==> config.mk <==
export PLATFORM = sky130hd
export DESIGN_NAME = smi_addr_window
export DESIGN_NICKNAME = d
export VERILOG_FILES = /design/src/rtl/smi_win_pkg.sv /design/src/rtl/smi_win_decode.sv /design/src/rtl/smi_win_regs.sv /design/src/rtl/smi_win_engine.sv /design/src/rtl/smi_addr_window.sv
export SDC_FILE = /design/constraint.sdc
export NUM_CORES = 2
export LEC_CHECK = 0
export BUFFER_PORTS_ARGS = -buffer_cell sky130_fd_sc_hd__buf_2
export CORE_MARGIN = 2
export CORE_UTILIZATION = 30
export CTS_CLUSTER_SIZE = 10
export DETAILED_ROUTE_END_ITERATION = 10
export PLACE_DENSITY_LB_ADDON = 0.2
export SETUP_SLACK_MARGIN = 0.3
export SLEW_MARGIN = 0
export SYNTH_ARGS = -nofsm -noshare
export SYNTH_HDL_FRONTEND = slang
export SYNTH_SLANG_ARGS = --single-unit
==> constraint.sdc <==
create_clock -name clk -period 4.2 [get_ports clk]
set_input_delay 0.63 -clock clk [delete_from_list [all_inputs] [get_ports clk]]
set_output_delay 0.63 -clock clk [all_outputs]
set_load 0.02 [all_outputs]
==> src/rtl/smi_win_pkg.sv <==
package smi_win_pkg;

  localparam int unsigned SMI_DATA_W = 16;
  localparam int unsigned SMI_ADDR_W = 5;

  typedef enum logic [1:0] {
    OP_NONE = 2'b00,
    OP_WR   = 2'b01,
    OP_RD   = 2'b10,
    OP_RSV  = 2'b11
  } c22_op_e;

  typedef struct packed {
    logic                  busy;
    logic [1:0]            rsvd;
    logic                  c22;
    c22_op_e               op;
    logic [SMI_ADDR_W-1:0] dev;
    logic [SMI_ADDR_W-1:0] regn;
  } cmd_word_t;

  localparam logic [SMI_ADDR_W-1:0] WIN_CMD_REG  = 5'd0;
  localparam logic [SMI_ADDR_W-1:0] WIN_DATA_REG = 5'd1;
  localparam logic [SMI_DATA_W-1:0] NO_ANSWER    = '1;

endpackage

==> src/rtl/smi_win_decode.sv <==
module smi_win_decode
  import smi_win_pkg::*;
#(
  parameter bit DUAL_WINDOW = 1'b0
) (
  input  logic [SMI_ADDR_W-2:0] strap_hi,
  input  logic [SMI_ADDR_W-1:0] acc_phy,
  output logic                  hit_direct,
  output logic                  hit_window,
  output logic [SMI_ADDR_W-1:0] dev_idx
);

  generate
    if (DUAL_WINDOW) begin : g_dual
      logic unused_strap;
      assign unused_strap = ^strap_hi[SMI_ADDR_W-3:0];
      // Window of half the address space, selected by the top strap bit.
      assign hit_direct = (acc_phy[SMI_ADDR_W-1] == strap_hi[SMI_ADDR_W-2]);
      assign hit_window = 1'b0;
      assign dev_idx    = {1'b0, acc_phy[SMI_ADDR_W-2:0]};
    end else begin : g_single
      logic all_zero;
      assign all_zero   = (strap_hi == '0);
      assign hit_direct = all_zero;
      assign hit_window = !all_zero && (acc_phy == {strap_hi, 1'b0});
      assign dev_idx    = acc_phy;
    end
  endgenerate

endmodule

==> src/rtl/smi_win_regs.sv <==
module smi_win_regs
  import smi_win_pkg::*;
#(
  parameter int unsigned STORE_REG_W = 2
) (
  input  logic                   clk,
  input  logic                   rst_n,
  input  logic                   we,
  input  logic [SMI_ADDR_W-1:0]  wdev,
  input  logic [STORE_REG_W-1:0] wreg,
  input  logic [SMI_DATA_W-1:0]  wdata,
  input  logic [SMI_ADDR_W-1:0]  a_dev,
  input  logic [STORE_REG_W-1:0] a_reg,
  output logic [SMI_DATA_W-1:0]  a_rdata,
  input  logic [SMI_ADDR_W-1:0]  b_dev,
  input  logic [STORE_REG_W-1:0] b_reg,
  output logic [SMI_DATA_W-1:0]  b_rdata
);

  localparam int unsigned IDX_W   = SMI_ADDR_W + STORE_REG_W;
  localparam int unsigned ENTRIES = 1 << IDX_W;

  logic [SMI_DATA_W-1:0] mem_q [ENTRIES];
  logic [IDX_W-1:0]      widx;

  assign widx    = {wdev, wreg};
  assign a_rdata = mem_q[{a_dev, a_reg}];
  assign b_rdata = mem_q[{b_dev, b_reg}];

  always_ff @(posedge clk or negedge rst_n) begin
    if (!rst_n) begin
      for (int i = 0; i < ENTRIES; i++) mem_q[i] <= '0;
    end else if (we) begin
      mem_q[widx] <= wdata;
    end
  end

endmodule

==> src/rtl/smi_win_engine.sv <==
module smi_win_engine
  import smi_win_pkg::*;
#(
  parameter int unsigned BUSY_CYCLES = 4
) (
  input  logic                  clk,
  input  logic                  rst_n,
  input  logic                  cmd_wr,
  input  logic                  data_wr,
  input  logic [SMI_DATA_W-1:0] wdata,
  input  logic [SMI_DATA_W-1:0] dev_rdata,
  output logic [SMI_DATA_W-1:0] cmd_rdata,
  output logic [SMI_DATA_W-1:0] data_rdata,
  output logic                  xfer_we,
  output logic [SMI_ADDR_W-1:0] xfer_dev,
  output logic [SMI_ADDR_W-1:0] xfer_reg,
  output logic                  busy
);

  localparam int unsigned     CNT_W    = $clog2(BUSY_CYCLES + 1);
  localparam logic [CNT_W-1:0] CNT_LOAD = CNT_W'(BUSY_CYCLES);
  localparam logic [CNT_W-1:0] CNT_LAST = CNT_W'(1);

  logic                  busy_q, busy_d;
  logic [CNT_W-1:0]      cnt_q, cnt_d;
  logic [SMI_DATA_W-2:0] cmd_q;
  logic [SMI_DATA_W-1:0] data_q, data_d;
  logic                  cmd_en, data_en, start, last, rd_done;
  cmd_word_t             cur;

  assign cur      = cmd_word_t'({busy_q, cmd_q});
  assign last     = busy_q && (cnt_q == CNT_LAST);
  assign xfer_we  = last && cur.c22 && (cur.op == OP_WR);
  assign rd_done  = last && cur.c22 && (cur.op == OP_RD);
  assign xfer_dev = cur.dev;
  assign xfer_reg = cur.regn;

  always_comb begin
    cmd_en  = cmd_wr && !busy_q;
    start   = cmd_en && wdata[SMI_DATA_W-1];
    data_en = (data_wr && !busy_q) || rd_done;
    data_d  = rd_done ? dev_rdata : wdata;
    busy_d  = busy_q;
    cnt_d   = cnt_q;
    if (start) begin
      busy_d = 1'b1;
      cnt_d  = CNT_LOAD;
    end else if (busy_q) begin
      cnt_d = cnt_q - CNT_LAST;
      if (last) busy_d = 1'b0;
    end
  end

  always_ff @(posedge clk or negedge rst_n) begin
    if (!rst_n) begin
      busy_q <= 1'b0;
      cnt_q  <= '0;
      cmd_q  <= '0;
      data_q <= '0;
    end else begin
      busy_q <= busy_d;
      cnt_q  <= cnt_d;
      if (cmd_en)  cmd_q  <= wdata[SMI_DATA_W-2:0];
      if (data_en) data_q <= data_d;
    end
  end

  assign cmd_rdata  = {busy_q, cmd_q};
  assign data_rdata = data_q;
  assign busy       = busy_q;

  AST_CMD_HOLD_BUSY: assert property (@(posedge clk) disable iff (!rst_n)
    busy_q && cmd_wr |=> $stable(cmd_q));
  AST_DATA_HOLD_BUSY: assert property (@(posedge clk) disable iff (!rst_n)
    busy_q && data_wr && !rd_done |=> $stable(data_q));
  AST_BUSY_NEEDS_CMD: assert property (@(posedge clk) disable iff (!rst_n)
    $rose(busy_q) |-> $past(cmd_wr && wdata[SMI_DATA_W-1]));

endmodule

==> src/rtl/smi_addr_window.sv <==
module smi_addr_window
  import smi_win_pkg::*;
#(
  parameter int unsigned BUSY_CYCLES = 4,
  parameter int unsigned STORE_REG_W = 2,
  parameter bit          DUAL_WINDOW = 1'b0
) (
  input  logic                  clk,
  input  logic                  rst_n,
  input  logic [3:0]            strap_hi,
  input  logic                  acc_valid,
  input  logic                  acc_write,
  input  logic [4:0]            acc_phy,
  input  logic [4:0]            acc_reg,
  input  logic [15:0]           acc_wdata,
  output logic                  rsp_valid,
  output logic [15:0]           rsp_data
);

  logic                  hit_direct, hit_window;
  logic [SMI_ADDR_W-1:0] dev_idx;
  logic                  cmd_wr, data_wr, dir_we, mem_we;
  logic                  xfer_we, eng_busy;
  logic [SMI_ADDR_W-1:0] xfer_dev, xfer_reg;
  logic [SMI_DATA_W-1:0] dir_rdata, eng_rdata, cmd_rdata, data_rdata;
  logic [SMI_ADDR_W-1:0] mem_wdev;
  logic [STORE_REG_W-1:0] mem_wreg;
  logic [SMI_DATA_W-1:0] mem_wdata;
  logic                  rsp_valid_q, rsp_en;
  logic [SMI_DATA_W-1:0] rsp_data_q, rsp_data_d;
  logic                  unused_busy;

  smi_win_decode #(.DUAL_WINDOW(DUAL_WINDOW)) u_decode (
    .strap_hi   (strap_hi),
    .acc_phy    (acc_phy),
    .hit_direct (hit_direct),
    .hit_window (hit_window),
    .dev_idx    (dev_idx)
  );

  assign cmd_wr  = acc_valid && acc_write && hit_window && (acc_reg == WIN_CMD_REG);
  assign data_wr = acc_valid && acc_write && hit_window && (acc_reg == WIN_DATA_REG);
  assign dir_we  = acc_valid && acc_write && hit_direct;

  smi_win_engine #(.BUSY_CYCLES(BUSY_CYCLES)) u_engine (
    .clk        (clk),
    .rst_n      (rst_n),
    .cmd_wr     (cmd_wr),
    .data_wr    (data_wr),
    .wdata      (acc_wdata),
    .dev_rdata  (eng_rdata),
    .cmd_rdata  (cmd_rdata),
    .data_rdata (data_rdata),
    .xfer_we    (xfer_we),
    .xfer_dev   (xfer_dev),
    .xfer_reg   (xfer_reg),
    .busy       (eng_busy)
  );
  assign unused_busy = eng_busy;

  // Engine completion takes the single store write port over a direct write.
  always_comb begin
    mem_we    = xfer_we || dir_we;
    mem_wdev  = xfer_we ? xfer_dev : dev_idx;
    mem_wreg  = xfer_we ? xfer_reg[STORE_REG_W-1:0] : acc_reg[STORE_REG_W-1:0];
    mem_wdata = xfer_we ? data_rdata : acc_wdata;
  end

  smi_win_regs #(.STORE_REG_W(STORE_REG_W)) u_regs (
    .clk     (clk),
    .rst_n   (rst_n),
    .we      (mem_we),
    .wdev    (mem_wdev),
    .wreg    (mem_wreg),
    .wdata   (mem_wdata),
    .a_dev   (dev_idx),
    .a_reg   (acc_reg[STORE_REG_W-1:0]),
    .a_rdata (dir_rdata),
    .b_dev   (xfer_dev),
    .b_reg   (xfer_reg[STORE_REG_W-1:0]),
    .b_rdata (eng_rdata)
  );

  always_comb begin
    rsp_en     = acc_valid && !acc_write;
    rsp_data_d = NO_ANSWER;
    if (hit_direct) begin
      rsp_data_d = dir_rdata;
    end else if (hit_window) begin
      if (acc_reg == WIN_CMD_REG)       rsp_data_d = cmd_rdata;
      else if (acc_reg == WIN_DATA_REG) rsp_data_d = data_rdata;
    end
  end

  always_ff @(posedge clk or negedge rst_n) begin
    if (!rst_n) begin
      rsp_valid_q <= 1'b0;
      rsp_data_q  <= '0;
    end else begin
      rsp_valid_q <= rsp_en;
      if (rsp_en) rsp_data_q <= rsp_data_d;
    end
  end

  assign rsp_valid = rsp_valid_q;
  assign rsp_data  = rsp_data_q;

  AST_RSP_AFTER_READ: assert property (@(posedge clk) disable iff (!rst_n)
    rsp_valid |-> $past(acc_valid && !acc_write));
  AST_MISS_ALL_ONES: assert property (@(posedge clk) disable iff (!rst_n)
    acc_valid && !acc_write && !hit_direct && !hit_window |=> rsp_data == 16'hFFFF);

endmodule

# Yosys cells after proc, flatten, opt, wreduce, memory -nomap -nowiden
# Cells that the tools add are included.
dict set report op_classes {
  eq_ne 5
  n_mux 22
  bitwise_logic 3
  addsub 1
  n_lt_le_gt_ge 4
  n_reduce_logical 23
}
# operator count
set op_table {}
lappend op_table {{bitwise mux 2048 bit} 1}
lappend op_table {{binary-select mux 16 bit (select 7 bit)} 2}
lappend op_table {{two-way mux 16 bit} 11}
lappend op_table {{demux 16 bit (select 7 bit)} 1}
lappend op_table {{>= comparator 8 bit, second input constant} 3}
lappend op_table {{inverter 7 -> 8 bit} 3}
lappend op_table {{logical AND 1 bit} 15}
lappend op_table {{less-than comparator 8 x 1 -> 1 bit, second input constant} 1}
lappend op_table {{two-way mux 3 bit} 2}
lappend op_table {{equality test 5 x 1 -> 1 bit, second input constant} 1}
lappend op_table {{equality test 5 bit} 1}
lappend op_table {{logical NOT 5 bit} 1}
lappend op_table {{two-way mux 5 bit} 1}
lappend op_table {{logical NOT 4 bit} 1}
lappend op_table {{equality test 3 x 1 -> 1 bit, second input constant} 1}
lappend op_table {{logical NOT 1 bit} 3}
lappend op_table {{two-way mux 1 bit} 3}
lappend op_table {{subtractor 3 x 1 -> 3 bit, second input constant} 1}
lappend op_table {{equality test 2 x 1 -> 1 bit, second input constant} 1}
lappend op_table {{equality test 2 bit, second input constant} 1}
lappend op_table {{logical OR 1 bit} 2}
lappend op_table {{two-way mux 2 bit} 1}
lappend op_table {{nonzero test 2 bit} 1}
dict set report totals {
  wordCells 192
  in_bits 34
  regBits 2100
}

# Longest topological paths before layout
dict set report logic_depth {
  ltp_word 11
  depth_mapped 13
  depth_no_buf 9
}

# Modules after synthesis
# From an unflattened synthesis, not the netlist that was laid out.
dict set report unflattened {
  cells_unflattened 6623
  hier_area_um2 111663.3
}
# module instances seq_area_each_um2 area_each_um2 cells_each
set by_module_without_submodules {}
lappend by_module_without_submodules {smi_win_regs 1 51249.2 108404.0 6327}
lappend by_module_without_submodules {smi_win_engine 1 875.8 1720.4 119}
lappend by_module_without_submodules {smi_addr_window 1 425.4 1442.6 165}
lappend by_module_without_submodules {smi_win_decode 1 0.0 96.3 12}

# Least setup slack after synthesis
# OpenSTA, ideal clock, no wires.
dict set report synth_path {
  path_type {input-to-reg}
  from {in strap_hi[1]}
  to {reg u_regs.mem_q[798] (netlist bit)}
  t_required_ps 4059
  setup_slack_ps 1144
  path_buffers 4
  setup_time_ps 141
  arrival_ps 2915
  stages 9
  cell_sequence {or4_1 clkbuf_2 or3_1 mux2_2 buf_6 buf_6 nor4_4 buf_2 a21oi_1}
}
dict set report synth_via {
  elab_chain_len 3
}
# item line
set synth_lines {}
lappend synth_lines {{from (decl)} smi_addr_window.sv:10} ;# input logic [3:0] strap_hi,
lappend synth_lines {{logical NOT 4 bit} smi_win_decode.sv:23} ;# assign all_zero = (strap_hi == '0);
lappend synth_lines {{logical AND 1 bit} smi_addr_window.sv:43} ;# assign dir_we = acc_valid && acc_write && hit_direct;
lappend synth_lines {{logical OR 1 bit} smi_addr_window.sv:63} ;# mem_we = xfer_we || dir_we;
lappend synth_lines {{to (signal, indexed assignment)} smi_win_regs.sv:34} ;# mem_q[widx] <= wdata;
lappend synth_lines {{to (decl)} smi_win_regs.sv:23} ;# logic [SMI_DATA_W-1:0] mem_q [ENTRIES];
# No other way between the ends.
# A chain may end at the register's enable or synchronous reset.

# Final worst setup path
dict set report layout_path {
  from {in acc_reg[0]}
  to {reg rsp_data_q[15] (netlist: rsp_data[15])}
}
dict set report layout_via {
  elab_chain_len 5
  elab_cells_between_ends 10
}
# item line
set layout_lines {}
lappend layout_lines {{from (decl)} smi_addr_window.sv:14} ;# input logic [4:0] acc_reg,
lappend layout_lines {{inverter 7 -> 8 bit (not written as such) or equality test 5 x 1 -> 1 bit (tied branches)} {smi_win_regs.sv:27, smi_addr_window.sv:91}}
lappend layout_lines {{binary-select mux 16 bit (select 7 bit) or two-way mux 16 bit (tied branches)} {smi_win_regs.sv:27, smi_addr_window.sv:91}}
lappend layout_lines {{two-way mux 16 bit (on tied branches)} {smi_win_regs.sv:27, smi_addr_window.sv:90}}
lappend layout_lines {{two-way mux 16 bit (on tied branches)} {smi_win_regs.sv:27, smi_addr_window.sv:89}}
lappend layout_lines {{two-way mux 16 bit *} smi_addr_window.sv:87} ;# if (hit_direct) begin
lappend layout_lines {{to (signal assigned)} smi_addr_window.sv:101} ;# if (rsp_en) rsp_data_q <= rsp_data_d;
lappend layout_lines {{to (decl)} smi_addr_window.sv:30} ;# logic [SMI_DATA_W-1:0] rsp_data_q, rsp_data_d;
# Mark *: on every way between the ends. The rest lies on a longest branch, timed or not. The select of a mux whose other input is x is not followed.

==> run_results.csv <==
group,metric,value,unit
timing,fin_skew,69.6,ps
global_routing,grt_max_degree,156,
worst_setup_path,slowest_delay,1060,ps
logic_synthesis,synth_edf_count,0,
timing,finalMaxSlewViolations,0,
floorplanning,die_w,610,um
logic_synthesis,synthTopCellsByCount,"dfrtp_1, nor2_1, a21oi_1, mux4_2, clkbuf_1",
placed_design,port_buffers,50,
drt,drtIter0Drc,9032,
outcome,status,"finished with violations",
drt,drt_first_pass_iters,8,
worst_setup_path,r2r.worst_path.cells,9,
worst_setup_path,arrival,4430,ps
drt,avgRoutedWirePerCell,31.5,um
power,power_density,367,nW/um2
cells_and_area,areaGrowthSynthToFinish,15.3,%
timing,setup_violations,0,
timing,min_period,3680,ps
worst_setup_path,rrSetupSlack,520,ps
logic_synthesis,synth.lib_cells_used.distinct,71,
clocking,cts_buffers,265,
floorplanning,fp.dieH,610,um
placed_design,gp_congestion,0.920,
worst_setup_path,critPathRequiredTime,4950,ps
clocking,clk_pin_slew_worst_paths,50,ps
clocking,cts-htree-levels,5,
logic_synthesis,ys.flop_type,"dfrtp_1",
logic_synthesis,yosysWarnings,0,
drt,drt.antenna.violating_nets,0,
drt,drc,0,
cells_and_area,drive_gt1_share,22.3,%
logic_synthesis,syn_inst,9783,
floorplanning,rows,222,
timing,hold_viol,0,
logic_synthesis,seq_area_frac_synth,47.7,%
logic_synthesis,synthArstFlopShare,100,%
clocking,cts_num_sinks,2100,
global_routing,grt_pass1_vias,82000,
floorplanning,initial_core_util,30.1,%
worst_setup_path,path_common_cell,"buf_4",
logic_synthesis,synth_area,110000,um2
floorplanning,ios,51,
global_routing,antenna_found_initial,28,
placed_design,dpl.hpwl,304000,um
drt,finalWirelength,460000,um
logic_synthesis,synth_top_cell_area_share,47.7,%
clocking,clockBufferDepth,4,
worst_setup_path,r2r_end,"u_regs.mem_q[590]$_DFFE_PN0P_",
timing,slew_headroom,1.50,%
power,leakagePower,53.4,nW
drt,vias,83900,
worst_setup_path,rr_startpoint,"u_engine.busy$_DFF_PN0_",
timing,finalSetupTns,0,ps
floorplanning,die_area,372000,um2
global_routing,grt_pass1_wl,651000,um
logic_synthesis,synth_top_area_cell,"dfrtp_1",
logic_synthesis,yosysMostFrequentCell,"dfrtp_1",
power,ir_worst_vdd,315,uV
cells_and_area,finalInstanceArea,127000,um2
timing,rsz0062_at_grt,"false",
flow_run,maxCapViolCount,1,
timing,worstMarginPinSlew,1460,ps
clocking,cts_tree,"built",
timing,max_clock_freq,271,MHz
worst_setup_path,worst-setup-path-type,"input port to register",
placed_design,dpl_cell_area,119000,um2
worst_setup_path,critPathSlowestCell,"nor4_1",
placed_design,placed_cells,14200,
clocking,insertion_delay,970,ps
power,finalPower,46.7,mW
logic_synthesis,ys_seq_elements,2100,
worst_setup_path,cp-end-kind,"register",
hold_path,min_from,"acc_wdata[0]",
floorplanning,core_area,366000,um2
hold_path,min_to,"u_engine.cmd_q[0]$_DFFE_PN0P_",
global_routing,grt.overflow.total,0,
timing,period_share,87.7,%
hold_path,worstHoldPathType,"input port to register",
clocking,root_buffer,"clkbuf_16",
drt,routed_via_density,5.75,
logic_synthesis,syn_nets,9819,
logic_synthesis,syn_avg_cell_area,11.3,um2
worst_setup_path,path_cells,"buf_8 > buf_12 > buf_12 > buf_4 > buf_4 > mux4_2 > a22oi_1 > a311oi_1 > buf_4 > nor4_1 > a21oi_1",
worst_setup_path,cp_max_fo,43,
logic_synthesis,synthTopCellsByArea,"dfrtp_1, mux4_2, a21oi_1",
outcome,violations,"capacitance limit",
worst_setup_path,startpoint_type,"input port",
cells_and_area,finalNetCount,9660,
hold_path,holdPathStages,2,
cells_and_area,layout.cells.non_filler,14600,
global_routing,grt.total_usage,24.4,%
## registers in the layout, summed over array words and instances (netlist names)
signal	cells
u_engine.busy	1
u_engine.data_rdata	16
rsp_valid	1
rsp_data	16
u_engine.cmd_q	15
u_engine.cnt_q	3
u_regs.mem_q	2048
## power by group
part           internal, mW  switching, mW  total (mW)
Clock                  12.4           9.31        21.7
Combinational          1.29           2.74        4.02
Sequential             20.6          0.332        20.9
## per-stage QoR
step / hold slack [ps] / setup slack [ps] / util (%)
after floorplan: 334 / 1140 / -
after detailed placement: 486 / -390 / 32.6
final: 5.35 / 516 / 34.7
after CTS: 1.04 / 549 / 34.7
after global placement: 473 / -527 / 32.6
after global routing: 13.1 / 401 / 34.7
## worst max-delay path, delay by kind of cell
| family | cells | cell delay, ps |
|---|---|---|
| buffers and inverters | 6 | 1690 |
| AOI/OAI and AO/OA | 3 | 410 |
| muxes | 1 | 520 |
| and+or+nand+nor | 1 | 1060 |
## cell families after synthesis
family	Yosys count	share of synthesized area, %
DFF	2100	47.7
muxes	1425	24.2
adders and majority gates	2	0.0227
xor gates and xnor gates	5	0.0397
buffers and inverters	1077	4.63
and+or+nand+nor	2513	10.1
AOI/OAI and AO/OA	2661	13.4
## cell usage in the layout (no fill, tap or decap), types with 12 or more instances in the layout
cell          n
mux2_2       37
buf_4       394
a21oi_2      31
a22oi_1      41
a2111oi_0    14
or4_1        14
inv_6        14
diode_2      12
nand3_1      37
a31oi_1      30
o31ai_1      14
mux4_2      985
dfrtp_1    2097
mux2i_4      20
a221o_1      29
nor2_1     1720
nand2_1     506
buf_2        44
nor4_4       96
clkbuf_8     29
a221oi_1    132
a21oi_1    1708
a211oi_1     26
a311o_1      22
mux2i_1     381
nor3_1       37
o22ai_1      41
clkbuf_1     72
clkbuf_16   269
nor2b_1      16
buf_12      196
and2_1       14
o21ai_0     500
o21ai_1      12
nand2b_1     12
## how the worst max path moves through the flow
stage	startpoint	to	slack, ps	cells after the start
2_1_floorplan	strap_hi[1]	u_regs.mem_q[798]$_DFFE_PN0P_	1140	9
3_3_place_gp	acc_reg[0]	rsp_data[1]$_DFFE_PN0P_	-530	9
3_5_place_dp	acc_reg[0]	rsp_data[15]$_DFFE_PN0P_	-390	11
4_1_cts	acc_reg[0]	rsp_data[15]$_DFFE_PN0P_	550	11
5_1_grt	u_engine.cnt_q[1]$_DFFE_PN0P_	u_regs.mem_q[588]$_DFFE_PN0P_	400	11
6_report	acc_reg[0]	rsp_data[15]$_DFFE_PN0P_	520	11
## timing repair
action	CTS	global route
resized for setup	0	0
hold buffers	2	0
buffers inserted	0	0
hold endpoints to repair	52	0
## cell type report
class	count	area, um2
tap	4816	6030
multi-input combinational	6606	53400
sequential	2100	52600
fill	35800	239000
clock inverter	35	470
antenna	12	30.0
clock buffer	370	7400
timing repair buffer	641	7180
inverter	10	55.1
## routing by layer
| metal | GRT usage, % | up-vias | wire length, um |
|---|---|---|---|
| li1 | - | 35500 | - |
| met1 | 32.5 | 44000 | 189000 |
| met2 | 37.3 | 3540 | 208000 |
| met3 | 4.16 | 864 | 32200 |
| met4 | 14.2 | 18 | 30700 |
| met5 | 0 | - | 115 |
Note: power is estimated with default switching activity, not from simulation.
